$ cat src/rtl/trigdiv_pkg.sv
package trigdiv_pkg;

   typedef enum logic {
      ALIGN_COUNTED   = 1'b0,
      ALIGN_IMMEDIATE = 1'b1
   } align_e;

endpackage

$ cat src/rtl/tdv_edge.sv
module tdv_edge #(
   parameter int STAGES = 0
) (
   input  logic clk,
   input  logic rst_n,
   input  logic sig_i,
   output logic rise_o,
   output logic samp_o
);

   initial begin
      if (STAGES < 0 || STAGES > 3)
         $error("tdv_edge: STAGES must be 0..3");
   end

   logic samp;
   logic prev_q;

   generate
      if (STAGES == 0) begin : g_direct
         assign samp = sig_i;
      end else begin : g_sync
         logic [STAGES-1:0] chain_q;
         always_ff @(posedge clk) begin
            if (!rst_n) chain_q <= '0;
            else        chain_q <= {chain_q[STAGES-2 >= 0 ? STAGES-2 : 0 : 0], sig_i};
         end
         assign samp = chain_q[STAGES-1];
      end
   endgenerate

   // The previous sample keeps tracking during reset, so an input held
   // high across reset release is not seen as an edge.
   always_ff @(posedge clk) begin
      prev_q <= samp;
   end

   assign rise_o = samp & ~prev_q;
   assign samp_o = samp;

endmodule

$ cat src/rtl/tdv_count.sv
module tdv_count
   import trigdiv_pkg::*;
#(
   parameter int RATIO_W = 8
) (
   input  logic               clk,
   input  logic               rst_n,
   input  logic [RATIO_W-1:0] ratio_i,
   input  logic               align_i,
   input  logic               rearm_i,
   input  logic               step_i,
   output logic               fire_o,
   output logic [RATIO_W-1:0] count_o,
   output logic [RATIO_W-1:0] limit_o
);

   localparam logic [RATIO_W-1:0] ONE = RATIO_W'(1);

   logic [RATIO_W-1:0] count_q;
   logic [RATIO_W-1:0] limit_q;
   logic [RATIO_W-1:0] ratio_ok;
   logic               at_end;
   logic               align_now;

   assign ratio_ok  = (ratio_i == '0) ? ONE : ratio_i;
   assign at_end    = (count_q == limit_q - ONE);
   assign align_now = !rst_n || rearm_i;
   assign fire_o    = step_i && !align_now && at_end;

   always_ff @(posedge clk) begin
      if (align_now) begin
         limit_q <= ratio_ok;
         count_q <= (align_e'(align_i) == ALIGN_IMMEDIATE) ? ratio_ok - ONE : '0;
      end else if (step_i) begin
         if (at_end) begin
            count_q <= '0;
            limit_q <= ratio_ok;
         end else begin
            count_q <= count_q + ONE;
         end
      end
   end

   assign count_o = count_q;
   assign limit_o = limit_q;

endmodule

$ cat src/rtl/tdv_out.sv
module tdv_out (
   input  logic clk,
   input  logic rst_n,
   input  logic fire_i,
   input  logic clear_i,
   input  logic trig_lvl_i,
   output logic pulse_o,
   output logic level_o
);

   logic pulse_q;
   logic level_q;

   always_ff @(posedge clk) begin
      if (!rst_n) begin
         pulse_q <= 1'b0;
         level_q <= 1'b0;
      end else begin
         pulse_q <= fire_i;
         if (clear_i)     level_q <= 1'b0;
         else if (fire_i) level_q <= 1'b1;
         else             level_q <= level_q & trig_lvl_i;
      end
   end

   assign pulse_o = pulse_q;
   assign level_o = level_q;

endmodule

$ cat src/rtl/trig_divider.sv
module trig_divider #(
   parameter int RATIO_W   = 8,
   parameter int IN_STAGES = 0
) (
   input  logic               clk,
   input  logic               rst_n,
   input  logic               trig_i,
   input  logic               rearm_i,
   input  logic               align_i,
   input  logic [RATIO_W-1:0] ratio_i,
   output logic               pulse_o,
   output logic               level_o
);

   initial begin
      if (RATIO_W < 2 || RATIO_W > 16)
         $error("trig_divider: RATIO_W must be 2..16");
   end

   logic               trig_rise;
   logic               trig_samp;
   logic               rearm_rise;
   logic               rearm_samp;
   logic               fire;
   logic [RATIO_W-1:0] count_q;
   logic [RATIO_W-1:0] limit_q;

   tdv_edge #(.STAGES(IN_STAGES)) u_trig_edge (
      .clk    (clk),
      .rst_n  (rst_n),
      .sig_i  (trig_i),
      .rise_o (trig_rise),
      .samp_o (trig_samp)
   );

   tdv_edge #(.STAGES(IN_STAGES)) u_rearm_edge (
      .clk    (clk),
      .rst_n  (rst_n),
      .sig_i  (rearm_i),
      .rise_o (rearm_rise),
      .samp_o (rearm_samp)
   );

   tdv_count #(.RATIO_W(RATIO_W)) u_count (
      .clk     (clk),
      .rst_n   (rst_n),
      .ratio_i (ratio_i),
      .align_i (align_i),
      .rearm_i (rearm_rise),
      .step_i  (trig_rise),
      .fire_o  (fire),
      .count_o (count_q),
      .limit_o (limit_q)
   );

   tdv_out u_out (
      .clk        (clk),
      .rst_n      (rst_n),
      .fire_i     (fire),
      .clear_i    (rearm_rise),
      .trig_lvl_i (trig_samp),
      .pulse_o    (pulse_o),
      .level_o    (level_o)
   );

endmodule

$ cat config.mk
export PLATFORM = sky130hd
export DESIGN_NAME = trig_divider
export DESIGN_NICKNAME = d
export VERILOG_FILES = /design/src/rtl/trigdiv_pkg.sv /design/src/rtl/tdv_edge.sv /design/src/rtl/tdv_count.sv /design/src/rtl/tdv_out.sv /design/src/rtl/trig_divider.sv
export SDC_FILE = /design/constraint.sdc
export NUM_CORES = 1
export LEC_CHECK = 0
export CORE_MARGIN = 2
export CORE_UTILIZATION = 43
export CTS_CLUSTER_SIZE = 8
export DETAILED_ROUTE_END_ITERATION = 8
export GPL_ROUTABILITY_DRIVEN = 0
export MAX_ROUTING_LAYER = met4
export PLACE_DENSITY_LB_ADDON = 0.15
export SETUP_SLACK_MARGIN = 0.05
export SLEW_MARGIN = 10
export SYNTH_ARGS = -nofsm -noshare
export SYNTH_HDL_FRONTEND = slang
export SYNTH_SLANG_ARGS = --single-unit
export TNS_END_PERCENT = 1
$ cat constraint.sdc
create_clock -name clk -period 2.1 [get_ports clk]
set_input_delay 0.42 -clock clk [delete_from_list [all_inputs] [get_ports clk]]
set_output_delay 0.42 -clock clk [all_outputs]
set_load 0.05 [all_outputs]
==> out/results.ini, run 1 <==
[outcome]
status=complete, no violations

[placement]
postPlaceCellArea_sq_um=1808
place_ws_ns=-0.5897
hpwlAfterDp_um=2668
placed_cells=226
numPortBuffers=14

[timing]
hold_slack_ns=0.3903
fin_crit_ns=2.042
setup_viol=0
finClkSkew_ns=0.01325
drv_slew=0
fin_ws_ns=0.05823
fmax_mhz=489.8
hold_viol=0
rsz0062_at_grt=true
fin_tns_setup_ns=0
worst_pin_slew_ns=0.4918
slew_headroom_pct=67.11
fin_crit_sh_pct=97.23

[logic_synthesis]
syn_nets=169
yosysWarnings=0
synth_top_flop_cell=edfxtp_1
yosysTopAreaCellShare_pct=33.42
ys_types=50
syn_area_sq_um=1438
synth_seq_cells=20
synthCells=153
yosys.area.top_type=edfxtp_1
yosysMostFrequentCell=edfxtp_1
synthTopCellsByArea=edfxtp_1, xor2_1, dfxtp_1
netlist_top_cells_count=edfxtp_1, nor2_1, a21oi_1, xor2_1
synth_edf_count=16
async_flop_share_pct=0
synth.avg_cell_area_sq_um=9.396
synth-seq-area-share_pct=38.99

[layout]
seqCellArea_sq_um=560.5
areaGrowthSynthToFinish_pct=30.64
final_layout_size_suffix_gt1_share_pct=28.57
multi_input_area_sq_um=870.8
nFillCells=290
final_nets=206
antenna_cells=0
final_area_sq_um=1878
stdcell_count=233

[global_route]
grt_usage_pct=20.35
grt-ovfl-total=0
grt_pass1_wl_um=5451
grt_max_degree=12
antenna_found_initial=0
grt_pass1_vias=1178

[routing]
post_drt_wl_per_cell_um=14.54
drt_first_pass_iters=4
viasPerCell=5.425
ant_nets=0
drc=0
drt_iter0_drc=61
via_count=1264
drt-total-wl_um=3387

[critical_path]
critPathMaxStageDelay_ns=0.52
cp_max_fo=8
crit_chain=buf_4 -> xor3_1 -> nand2_1 -> a22o_4 -> nor3_4 -> a31o_4
worstPathArrival_ns=2.06
worstPathRequired_ns=2.11
end_kind=register
cp_slowest_cell=edfxtp_1
crit_type=reg -> reg
start_kind=register

[die]
dieArea_sq_um=3822
fp.dieW_um=61.82
std_cell_rows=20
die_y_um=61.82
initial_core_util_pct=45.96
boundaryPins=15
core_sq_um=3128

[clocking]
cts_tree=done
clockBufferDepth=2
clk_pin_slew_worst_paths_ns=0.11
hold_buffers=0
numCtsBuffers=3
insertion_delay_ns=0.31
clockRootBuffer=clkbuf_4
cts_sinks=20
cts_max_level=1

[worst_hold_path]
min_path_type=in -> reg

[power]
irDropWorstVdd_v=0.0002697
power_density_nw_per_um2=596.5
p_leak_nw=0.7321

[job]
cap_violations=0

## metrics by stage
stage | power (W) | utilization, %
floorplan | 0.0007589 | -
global route | 0.001189 | 60.04
global placement | 0.0008755 | 57.80
detailed placement | 0.0008819 | 57.80
finish | 0.001120 | 60.04
CTS | 0.001106 | 58.88
## worst paths after layout
kind,start,end,slack [ns],depth (start not counted)
min reg2reg,u_out.level_o,u_out.level_o,0.51,1
max reg2reg,u_count.limit_o[3],u_count.limit_o[0],0.06,6
min,ratio_i[5],u_count.limit_o[5],0.39,2
max,u_count.limit_o[3],u_count.limit_o[0],0.06,6
## layer usage
layer	vias to the layer above	GRT usage, %	share of wire (%)
li1	637	-	-
met3	6	3.106	3.2
met2	29	34.14	50
met1	592	25.96	46
met4	0	4.559	1.4
met5	-	-	0
## cell type report
type	instances	share of cell area, %
multi-input cells	117	46.37
inverters	7	1.399
repair buffers	41	17.52
clock buffers	4	1.932
well taps	44	2.931
flip-flops and latches	20	29.85
## flip-flops by register name, indices dropped and copies added (netlist names)
register             count
u_count.count_o          8
u_count.limit_o          8
u_out.level_o            1
u_out.pulse_o            1
u_rearm_edge.prev_q      1
u_trig_edge.prev_q       1
## cell usage in the layout, fill, tap and decap left out, drive strengths merged, types with 2 or more instances in the layout
cell type	instances
buf	31
a21oi	11
clkdlybuf4s50	8
or2	3
a31oi	3
edfxtp	16
nand3b	2
or3	3
nand2b	2
xnor2	8
o21ai	5
inv	7
xor2	11
nor4	4
nor2	14
nor3	6
and3	2
nand2	10
o31ai	2
dfxtp	4
ha	3
clkbuf	6
nand3	4
a211oi	2
## what timing repair did
action / in CTS / in global routing
setup endpoints to repair: 6 / 15
pin swaps: 10 / 17
gates resized for setup: 20 / 10
setup buffers: 2 / 2
gates cloned: 0 / 0
## where the power goes
part           internal [W]  leakage [nW]  total, W  switching, W
Sequential         0.000478         0.198  0.000538     0.0000594
Clock              0.000106        0.0210  0.000228      0.000122
Combinational      0.000184         0.513  0.000355      0.000170
Total              0.000768         0.732   0.00112      0.000352
## critical path: cells and delay by family (launching register included)
kind / cells / cell delay, ns
AO/OA/AOI/OAI: 2 / 0.51
XOR/XNOR: 1 / 0.29
buffers and inverters: 1 / 0.19
flip-flops: 1 / 0.52
AND/OR/NAND/NOR: 2 / 0.24
## kinds of logic after synthesis
family                   Yosys count  share of synthesized area, %
multiplexers                       1                        0.6963
AO/OA/AOI/OAI                     39                         18.89
buffers and inverters             16                         4.178
AND/OR/NAND/NOR                   54                         21.41
XOR/XNOR                          20                         13.23
flip-flops                        20                         38.99
adder cells (fa/ha/maj)            3                         2.611
Note: power is estimated with default switching activity, not from simulation.
==> run 2, diff against run 1 <==
- SETUP_SLACK_MARGIN: 0.05 -> 0.3
==> out/results.ini, run 2 (synthesized netlist as in run 1, its figures left out) <==
[routing]
viasPerCell=5.491  ; +1.2%
drc=0  ; unchanged
drt_iter0_drc=73  ; +20%
via_count=1285  ; +1.7%
drt_first_pass_iters=4  ; unchanged
drt-total-wl_um=3435  ; +1.4%
ant_nets=0  ; unchanged
post_drt_wl_per_cell_um=14.68  ; +0.98%

[layout]
seqCellArea_sq_um=560.5  ; unchanged
nFillCells=291  ; +0.34%
final_common_cell=buf_4
final_layout_size_suffix_gt1_share_pct=32.11  ; +3.5 points
multi_input_area_sq_um=889.6  ; +2.2%
areaGrowthSynthToFinish_pct=32.81
antenna_cells=0  ; unchanged
final_nets=207  ; +0.49%
final_area_sq_um=1909  ; +1.7%
stdcell_count=234  ; +0.43%
final_cell_mix=buf_4, edfxtp_1, nor2_1

[placement]
hpwlAfterDp_um=2668  ; unchanged
placed_cells=226  ; unchanged
numPortBuffers=14  ; unchanged
postPlaceCellArea_sq_um=1808  ; unchanged

[critical_path]
cp_slowest_cell=edfxtp_1
worst-path-buf-inv=0  ; -1
cp_max_fo=8  ; unchanged
crit_type=reg -> reg
start_kind=register
critPathMaxStageDelay_ns=0.48  ; -0.04 ns
critPathLaunch=u_count.count_o[4]
worstPathRequired_ns=2.11  ; about the same
end_kind=register
path_delay_family=compound AO/OA/AOI/OAI gates
rr_startpoint=u_count.count_o[4]
worstPathArrival_ns=2.03  ; -0.03 ns
crit_chain=xor3_1 -> nand2_1 -> a22o_1 -> nor3_4 -> a31o_4

[global_route]
grt-ovfl-total=0  ; unchanged
grt_usage_pct=20.44  ; +0.089 points
grt_max_degree=12  ; unchanged
grt_pass1_vias=1185  ; +0.59%
antenna_found_initial=0  ; unchanged
grt_pass1_wl_um=5485  ; +0.62%

[timing]
hold_viol=0  ; unchanged
worst_pin_slew_ns=0.5054  ; +0.01362 ns
drv_slew=0  ; unchanged
fmax_mhz=495.6  ; +1.2%
hold_slack_ns=0.4046  ; +0.01428 ns
finClkSkew_ns=0.01184  ; -0.001408 ns
fin_crit_sh_pct=96.08  ; -1.1 points
rsz0062_at_grt=true
slew_headroom_pct=66.25  ; -0.86 points
fin_crit_ns=2.018  ; -0.02409 ns
setup_viol=0  ; unchanged

[power]
pwr-share-clk_pct=20.1  ; -0.2 points
p_leak_nw=0.7773  ; +6.2%
internal-power_w=0.0007741  ; +0.74%
p_sw_w=0.0003593  ; +2.1%
seqPwrFrac_pct=47.4  ; -0.6 points
p_sw_share_pct=31.70  ; +0.29 points
irDropWorstVdd_v=0.0002768  ; +2.6%
combPwrFrac_pct=32.5  ; +0.8 points
power_density_nw_per_um2=593.6  ; -0.48%

[die]
std_cell_rows=20  ; unchanged
initial_core_util_pct=45.96  ; unchanged
die_y_um=61.82  ; unchanged
dieArea_sq_um=3822  ; unchanged
boundaryPins=15  ; unchanged
core_sq_um=3128  ; unchanged
fp.dieW_um=61.82  ; unchanged

[clocking]
hold_buffers=0  ; unchanged
clk_pin_slew_worst_paths_ns=0.12  ; about the same
cts_tree=done
numCtsBuffers=3  ; unchanged
cts_max_level=1  ; unchanged
insertion_delay_ns=0.30  ; about the same
cts_sinks=20  ; unchanged
clockBufferDepth=2  ; unchanged
clockRootBuffer=clkbuf_4

[worst_hold_path]
min_path_type=in -> reg
hp-start=ratio_i[4]

[outcome]
status=complete, no violations

[job]
cap_violations=0  ; unchanged

run 2: cell types whose count changed in the layout (fill, tap and decap cells not counted), sizes merged:
| cell | change |
|---|---|
| dlymetal6s2s | +2 |
| clkdlybuf4s50 | -2 |
| buf | +3 |
| clkbuf | -2 |
run 2: layer usage:
layer	share of wire, %	vias to the layer above	track usage, %
li1	-	637	-
met1	44	599	26.09
met2	50	43	34.29
met3	5.0	6	3.106
met4	1.5	0	4.559
met5	0	-	-
run 2: path summary, 6_finish.rpt:
| kind | endpoint | slack (ns) | depth (start not counted) |
|---|---|---|---|
| hold / removal | u_count.limit_o[4] | 0.40 | 2 |
| setup reg to reg | u_count.limit_o[0] | 0.08 | 5 |
| hold reg to reg | u_out.level_o | 0.51 | 1 |
| setup / recovery | u_count.limit_o[0] | 0.08 | 5 |
run 2: layout make-up:
class	instances	area share, %
clock buffers	4	1.900
inverters	7	1.376
well taps	44	2.883
multi-input cells	117	46.59
flip-flops and latches	20	29.36
repair buffers	42	17.89
run 2: power by group through the flow:
stage               clock network, W  logic (W)  registers (W)
floorplan                          0   0.000231       0.000528
global placement                   0   0.000329       0.000546
detailed placement                 0   0.000334       0.000548
CTS                         0.000232   0.000346       0.000537
global route                0.000253   0.000405       0.000544
finish                      0.000228   0.000368       0.000537
run 2: through the flow:
stage / util [%] / setup TNS, ns / setup slack, ns / power [W]
6_report: 61.04 / 0 / 0.08233 / 0.001133
5_1_grt: 61.04 / -0.01822 / -0.01822 / 0.001202
4_1_cts: 59.44 / 0 / 0.09425 / 0.001116
3_5_place_dp: 57.80 / -3.031 / -0.5897 / 0.0008819
3_3_place_gp: 57.80 / -2.613 / -0.4721 / 0.0008755
2_1_floorplan: - / -0.3422 / -0.04066 / 0.0007589
run 2: repair_timing:
item	in CTS	in global routing
resized for setup	25	13
pin swaps	13	11
buffers inserted	4	0
endpoints found under the hold margin	0	0
endpoints found under the setup margin	19	20
